$ cat config.mk
export PLATFORM = sky130hd
export DESIGN_NAME = stereo_serial_port
export DESIGN_NICKNAME = d
export VERILOG_FILES = /design/src/rtl/ssp_pkg.sv /design/src/rtl/ssp_sync.sv /design/src/rtl/ssp_frame_timer.sv /design/src/rtl/ssp_tx.sv /design/src/rtl/ssp_rx.sv /design/src/rtl/stereo_serial_port.sv
export SDC_FILE = /design/constraint.sdc
export NUM_CORES = 1
export LEC_CHECK = 0
export BUFFER_PORTS_ARGS = -buffer_cell sky130_fd_sc_hd__buf_2
export CORE_ASPECT_RATIO = 1.75
export CORE_MARGIN = 2
export CORE_UTILIZATION = 45
export DETAILED_ROUTE_END_ITERATION = 6
export PLACE_DENSITY = 0.64
export SLEW_MARGIN = 20
export SYNTH_ARGS = -nofsm -noshare
export SYNTH_HDL_FRONTEND = slang
export SYNTH_HIERARCHICAL = 1
export SYNTH_SLANG_ARGS = --single-unit
$ cat constraint.sdc
create_clock -name clk -period 1.9 [get_ports clk]
set_clock_uncertainty 0.05 [all_clocks]
set_input_delay 0.19 -clock clk [delete_from_list [all_inputs] [get_ports clk]]
set_output_delay 0.19 -clock clk [all_outputs]
set_load 0.01 [all_outputs]
$ cat src/rtl/ssp_pkg.sv
package ssp_pkg;
  typedef enum logic {
    FMT_EDGE    = 1'b0,
    FMT_DELAYED = 1'b1
  } fmt_e;
endpackage

$ cat src/rtl/ssp_sync.sv
// Multi-bit synchronizer for the externally clocked serial lines.
module ssp_sync #(
  parameter int N      = 3,
  parameter int STAGES = 2
) (
  input  logic         clk,
  input  logic         rst_n,
  input  logic [N-1:0] d,
  output logic [N-1:0] q
);
  logic [STAGES-1:0][N-1:0] stg;

  always_ff @(posedge clk or negedge rst_n) begin
    if (!rst_n) stg <= '0;
    else        stg <= {stg[STAGES-2:0], d};
  end

  assign q = stg[STAGES-1];
endmodule

$ cat src/rtl/ssp_frame_timer.sv
// Edge detection, channel boundary detection and slot counting.
module ssp_frame_timer
  import ssp_pkg::*;
#(
  parameter int SLOTS = 32,
  parameter int SW    = $clog2(SLOTS)
) (
  input  logic          clk,
  input  logic          rst_n,
  input  fmt_e          fmt,
  input  logic          bclk_s,
  input  logic          lrck_s,
  output logic          bclk_fall,
  output logic          bclk_rise,
  output logic          boundary,
  output logic          new_left,
  output logic [SW-1:0] slot,
  output logic          chan_left,
  output logic          locked
);
  localparam logic [SW-1:0] LAST_SLOT = SW'(SLOTS - 1);

  logic bclk_d, lrck_ref, have_ref;

  assign bclk_fall = bclk_d & ~bclk_s;
  assign bclk_rise = ~bclk_d & bclk_s;
  assign boundary  = bclk_fall & have_ref & (lrck_s != lrck_ref);
  // left is lrck high in the edge format, lrck low in the delayed format
  assign new_left  = lrck_s ^ (fmt == FMT_DELAYED);

  always_ff @(posedge clk or negedge rst_n) begin
    if (!rst_n) begin
      bclk_d    <= 1'b0;
      lrck_ref  <= 1'b0;
      have_ref  <= 1'b0;
      slot      <= '0;
      chan_left <= 1'b0;
      locked    <= 1'b0;
    end else begin
      bclk_d <= bclk_s;
      if (bclk_fall) begin
        have_ref <= 1'b1;
        lrck_ref <= lrck_s;
        if (boundary) begin
          slot      <= '0;
          chan_left <= new_left;
          locked    <= 1'b1;
        end else if (slot != LAST_SLOT) begin
          slot <= slot + 1'b1;
        end
      end
    end
  end
endmodule

$ cat src/rtl/ssp_tx.sv
// Transmit staging and serializer.
module ssp_tx
  import ssp_pkg::*;
#(
  parameter int W = 20
) (
  input  logic         clk,
  input  logic         rst_n,
  input  fmt_e         fmt,
  input  logic         bclk_fall,
  input  logic         boundary,
  input  logic         new_left,
  input  logic         tx_valid,
  output logic         tx_ready,
  input  logic [W-1:0] tx_left,
  input  logic [W-1:0] tx_right,
  output logic         sdto
);
  logic [W-1:0] stage_l, stage_r, hold_r, sh, load_word;
  logic         stage_full;

  assign tx_ready = ~stage_full;

  always_comb begin
    if (new_left) load_word = stage_full ? stage_l : '0;
    else          load_word = hold_r;
  end

  always_ff @(posedge clk or negedge rst_n) begin
    if (!rst_n) begin
      stage_l    <= '0;
      stage_r    <= '0;
      stage_full <= 1'b0;
      hold_r     <= '0;
      sh         <= '0;
      sdto       <= 1'b0;
    end else begin
      if (boundary && new_left) begin
        hold_r     <= stage_full ? stage_r : '0;
        stage_full <= 1'b0;
      end
      if (bclk_fall) begin
        if (boundary) begin
          if (fmt == FMT_DELAYED) begin
            sdto <= 1'b0;
            sh   <= load_word;
          end else begin
            sdto <= load_word[W-1];
            sh   <= {load_word[W-2:0], 1'b0};
          end
        end else begin
          sdto <= sh[W-1];
          sh   <= {sh[W-2:0], 1'b0};
        end
      end
      // placed last: a pair arriving at the left start waits for the next frame
      if (tx_valid && tx_ready) begin
        stage_l    <= tx_left;
        stage_r    <= tx_right;
        stage_full <= 1'b1;
      end
    end
  end
endmodule

$ cat src/rtl/ssp_rx.sv
// Receive deserializer with a single overwriting holding register.
module ssp_rx
  import ssp_pkg::*;
#(
  parameter int SLOTS = 32,
  parameter int SW    = $clog2(SLOTS),
  parameter int WN    = 20,
  parameter int WW    = 24
) (
  input  logic          clk,
  input  logic          rst_n,
  input  fmt_e          fmt,
  input  logic          bclk_rise,
  input  logic          boundary,
  input  logic          locked,
  input  logic [SW-1:0] slot,
  input  logic          chan_left,
  input  logic          sdti_s,
  input  logic          rx_ready,
  output logic          rx_valid,
  output logic [WW-1:0] rx_data,
  output logic          rx_left
);
  localparam logic [SW-1:0] WIDE_FIRST  = SW'(SLOTS - WW);
  localparam logic [SW-1:0] WIDE_LAST   = SW'(SLOTS - 1);
  localparam logic [SW-1:0] NARROW_LAST = SW'(WN);
  localparam logic [SW-1:0] SLOT_ONE    = SW'(1);

  logic [WW-1:0] sh, shifted;
  logic          done, in_win, at_last, take, complete;

  always_comb begin
    if (fmt == FMT_DELAYED) begin
      in_win  = (slot >= SLOT_ONE) && (slot <= NARROW_LAST);
      at_last = (slot == NARROW_LAST);
    end else begin
      in_win  = (slot >= WIDE_FIRST);
      at_last = (slot == WIDE_LAST);
    end
  end

  assign shifted  = {sh[WW-2:0], sdti_s};
  assign take     = bclk_rise & locked & ~done & in_win;
  assign complete = take & at_last;

  always_ff @(posedge clk or negedge rst_n) begin
    if (!rst_n) begin
      sh       <= '0;
      done     <= 1'b0;
      rx_valid <= 1'b0;
      rx_data  <= '0;
      rx_left  <= 1'b0;
    end else begin
      if (boundary) done <= 1'b0;
      if (take) sh <= shifted;
      if (complete) begin
        done     <= 1'b1;
        rx_valid <= 1'b1;
        rx_left  <= chan_left;
        if (fmt == FMT_DELAYED) rx_data <= {shifted[WN-1:0], {(WW-WN){1'b0}}};
        else                    rx_data <= shifted;
      end else if (rx_ready) begin
        rx_valid <= 1'b0;
      end
    end
  end
endmodule

$ cat src/rtl/stereo_serial_port.sv
module stereo_serial_port
  import ssp_pkg::*;
#(
  parameter int SLOTS       = 32,
  parameter int TX_W        = 20,
  parameter int RX_W        = 24,
  parameter int SYNC_STAGES = 2
) (
  input  logic            clk,
  input  logic            rst_n,
  input  logic            fmt_sel,
  input  logic            bclk,
  input  logic            lrck,
  input  logic            sdti,
  output logic            sdto,
  input  logic            tx_valid,
  output logic            tx_ready,
  input  logic [TX_W-1:0] tx_left,
  input  logic [TX_W-1:0] tx_right,
  output logic            rx_valid,
  input  logic            rx_ready,
  output logic [RX_W-1:0] rx_data,
  output logic            rx_left
);
  localparam int SW = $clog2(SLOTS);

  fmt_e          fmt;
  logic          bclk_s, lrck_s, sdti_s;
  logic          bclk_fall, bclk_rise, boundary, new_left, chan_left, locked;
  logic [SW-1:0] slot;

  assign fmt = fmt_e'(fmt_sel);

  ssp_sync #(.N(3), .STAGES(SYNC_STAGES)) u_sync (
    .clk   (clk),
    .rst_n (rst_n),
    .d     ({sdti, lrck, bclk}),
    .q     ({sdti_s, lrck_s, bclk_s})
  );

  ssp_frame_timer #(.SLOTS(SLOTS), .SW(SW)) u_timer (
    .clk       (clk),
    .rst_n     (rst_n),
    .fmt       (fmt),
    .bclk_s    (bclk_s),
    .lrck_s    (lrck_s),
    .bclk_fall (bclk_fall),
    .bclk_rise (bclk_rise),
    .boundary  (boundary),
    .new_left  (new_left),
    .slot      (slot),
    .chan_left (chan_left),
    .locked    (locked)
  );

  ssp_tx #(.W(TX_W)) u_tx (
    .clk       (clk),
    .rst_n     (rst_n),
    .fmt       (fmt),
    .bclk_fall (bclk_fall),
    .boundary  (boundary),
    .new_left  (new_left),
    .tx_valid  (tx_valid),
    .tx_ready  (tx_ready),
    .tx_left   (tx_left),
    .tx_right  (tx_right),
    .sdto      (sdto)
  );

  ssp_rx #(.SLOTS(SLOTS), .SW(SW), .WN(TX_W), .WW(RX_W)) u_rx (
    .clk       (clk),
    .rst_n     (rst_n),
    .fmt       (fmt),
    .bclk_rise (bclk_rise),
    .boundary  (boundary),
    .locked    (locked),
    .slot      (slot),
    .chan_left (chan_left),
    .sdti_s    (sdti_s),
    .rx_ready  (rx_ready),
    .rx_valid  (rx_valid),
    .rx_data   (rx_data),
    .rx_left   (rx_left)
  );
endmodule

==> results.md <==
- Area delta synth->final: 28.6%
- Min cycle time layout: 1920 ps
- Ports: 76
- First-pass GRT wire length: around 24,000 µm
- Tightest Pin Transition: roughly 570 ps
- PnR worst setup slack: -15.7 ps
- Post-synthesis register bit count: 148
- Syn avg cell area: between 10 and 15 µm²
- Num CTS Buffers: 17
- Crit path required time: 2140 ps
- DR vias/cell: 5.31
- Routability Congestion: roughly 0.8
- Post-DRT Antenna Nets: 0
- Via count: 5,002
- Adder-cell share of the synthesized area: less than 1%
- Top cell type's share of synthesized area: 54.3%
- CTS H-tree lvls: 4
- Yosys warns: 6
- DIE WIDTH: 97.1 µm
- Layout cells sized above 1: 31.9%
- Total clock sinks: between 100 and 150
- Crit-path max cell delay: 430 ps
- Area of the core: between 0.01 and 0.015 mm²
- Main combinational cell family by area after synthesis: compound AO/OA/AOI/OAI gates
- Final Power: 0.0104 W
- Power per cell area: between 1000 and 1500 mW/mm²
- Synth Area in Compound Gates: around 14%
- Outcome: finished, violations left
- GRT overflow: 0
- Number of synthesized flops with an enable pin: 0
- Setup violators final: 3
- VDD IR max: 1.36 mV
- Max Freq: roughly 0.52 GHz
- Violated checks: setup timing
- Mux cell area share after synthesis: 11.7%
- # rows: just under 60
- Max Slew Vio Count: 0
- CP Capture Type: flip-flop
- Worst Hold Class: in2async
- Clock latency on the worst-skew pair: 410 ps
- Xor and xnor area share after synthesis: less than 1%
- Worst path arrival time: ~2200 ps
- Initial antenna violation count: 0
- DR WL/cell: 15.3 µm
- WL final: 14,400 µm
- Clock transition at path regs: 60 ps
- Root Buffer: clkbuf_16
- N_diodes: 0
- Library cells used by synthesis: 45
- Post-Synth Simple-Gate Area: 12.9%
- Largest net degree at the start of global routing: 59
- Cell taking the most area after synthesis: dfrtp_1
- Vias in the first global route: 5,172
- DRC: 0
- Relative slew slack: 61.7%
- Syn nets: 666
- Slowest CP cell: dfrtp_2
- Nets: 797
- Chip height: 167 µm
- PortBufs: 75
- Async S/R FF share, synth: 100%
- Tot GR Track Use: 18.0%
- Cells along the critical path: nor2b_4, nand3b_1, a2111oi_4, buf_4, clkbuf_16, mux2_2
- Worst Setup Start Kind: flip-flop
- Final Hold Vio Count: 0
- Static leakage: 4.06 nW
- Die area: 0.0162 mm²
- Detail Placement HPWL: roughly 9000 µm
- Sequential element share of the synthesized area: 54.3%
- Min Hold Slack: about 270 ps
- CTS tree: yes
- Period utilization: 101%
- Cell count after synthesis: 616
- Initial core utilization: 46.0%
- Top cells by area, synth: dfrtp_1, mux2_2, nand2_1
- Initial DRC Count: 174
- Worst Path Max Fanout: 11
- Max capacitance violation total: 0
- Top FF cell, synth: dfrtp_1
- Clock tree buffer depth: 2
- Synthesized area: ~0.0068 mm²
- Drt pass-1 iters: 4
- CP Class: reg2reg
-- Yosys cell counts, types with 5 or more instances --
master    instances
mux2_2           49
dfrtp_1         148
a21oi_2          20
buf_2            19
buf_4             9
clkbuf_1         11
nand3_1          19
and3_2           10
mux2i_1          23
nand2_1          63
nor2_1           26
inv_1            43
o221ai_1         17
nand2b_1         22
and3_1            8
nand3b_1          5
o21ai_0          43
a21oi_1          22
buf_6             6
o32a_1           19
-- cell families (layout without fill, tap and decap cells) --
kind of cell / count (synthesis) / count (layout)
xor gates and xnor gates: 4 / 4
muxes: 73 / 73
AOI/OAI and AO/OA: 130 / 130
and+or+nand+nor: 170 / 170
adders and majority gates: 2 / 2
DFF: 148 / 148
buffers and inverters: 89 / 232
-- cell type report --
class                   count  area [µm²]
flip-flops and latches    148        3710
multi-input cells         379        2730
fillers                  1216        6070
well taps                 183         229
clock inverters            12         178
inverters                  43         161
clock buffers              19         453
repair buffers            158        1310
-- worst paths after layout --
| check | to | slack (ps) | start | depth (start not counted) |
|---|---|---|---|---|
| max | u_rx/sh[10] | -20 | u_sync/q[0] | 6 |
| min | u_rx/rx_data[0] | 270 | rst_n | 2 |
| max reg2reg | u_rx/sh[10] | -20 | u_sync/q[0] | 6 |
| min reg2reg | u_sync/q[2] | 300 | u_sync/stg[2] | 0 |
| max in group asynchronous | u_tx/stage_r[7] | 930 | rst_n | 3 |
| min in group clk | u_sync/q[2] | 300 | u_sync/stg[2] | 0 |
-- critical path, delay by kind of cell (launching register included) --
family,cells,cell delay [ps]
flops,1,430
mux,1,340
compound gates,1,300
buf+inv,2,370
simple gates,2,310
-- registers in the layout, indices dropped and copies added, names as in the netlist, 3 cells and up --
register and cells:
u_rx/rx_data 24, u_rx/sh 23, u_sync/q 3, u_sync/stg 3, u_timer/slot 5, u_tx/hold_r 20, u_tx/sh 20, u_tx/stage_l 20
u_tx/stage_r 20
-- metal layers --
layer	share of wire (%)	wire length [µm]	global-route usage (%)
met3	3.3	482	3.48
met2	52	7560	31.9
met4	3.6	516	10.0
met1	41	5880	20.2
met5	0	0	0
-- where the power goes --
part	switching [W]	internal, W	total (W)
combinational	0.00115	0.00114	0.00229
sequential	0.000582	0.00403	0.00461
clock	0.00128	0.00226	0.00354
-- layout by cell type (no fill, tap or decap), drive strengths merged, types with 6 or more instances in the layout --
cell type,Yosys,layout
clkinv,0,6
inv,43,44
nand2b,22,22
dfrtp,148,148
dlygate4sd3,0,45
nand2,63,63
buf,34,111
o21ai,43,43
mux2i,23,23
mux2,50,50
and3,18,18
nor2,26,26
a21oi,42,42
o221ai,17,17
nand3,19,19
o32a,19,19
clkbuf,12,21
-- stage by stage --
stage | utilization (%) | cells | cell area, µm² | worst slack [ps] | TNS, ps
6_report | 59.1 | 942 | 8770 | -15.7 | -21.9
3_3_place_gp | 50.5 | 856 | 7490 | -1.19 | -1.19
2_1_floorplan | - | 616 | 6830 | 2.25 | 0
3_5_place_dp | 50.5 | 856 | 7490 | -51.0 | -1060
5_1_grt | 59.1 | 942 | 8770 | -51.4 | -469
4_1_cts | 58.0 | 932 | 8610 | 0.580 | 0
-- what timing repair did --
item / in CTS / in global routing
gates cloned: 0 / 2
pin swaps: 1 / 5
resized for setup: 9 / 10
setup buffers: 0 / 8
endpoints found under the hold margin: 99 / 0
setup endpoints to repair: 54 / 51
hold buffers: 45 / 0
(Power assumes the default switching activity.)
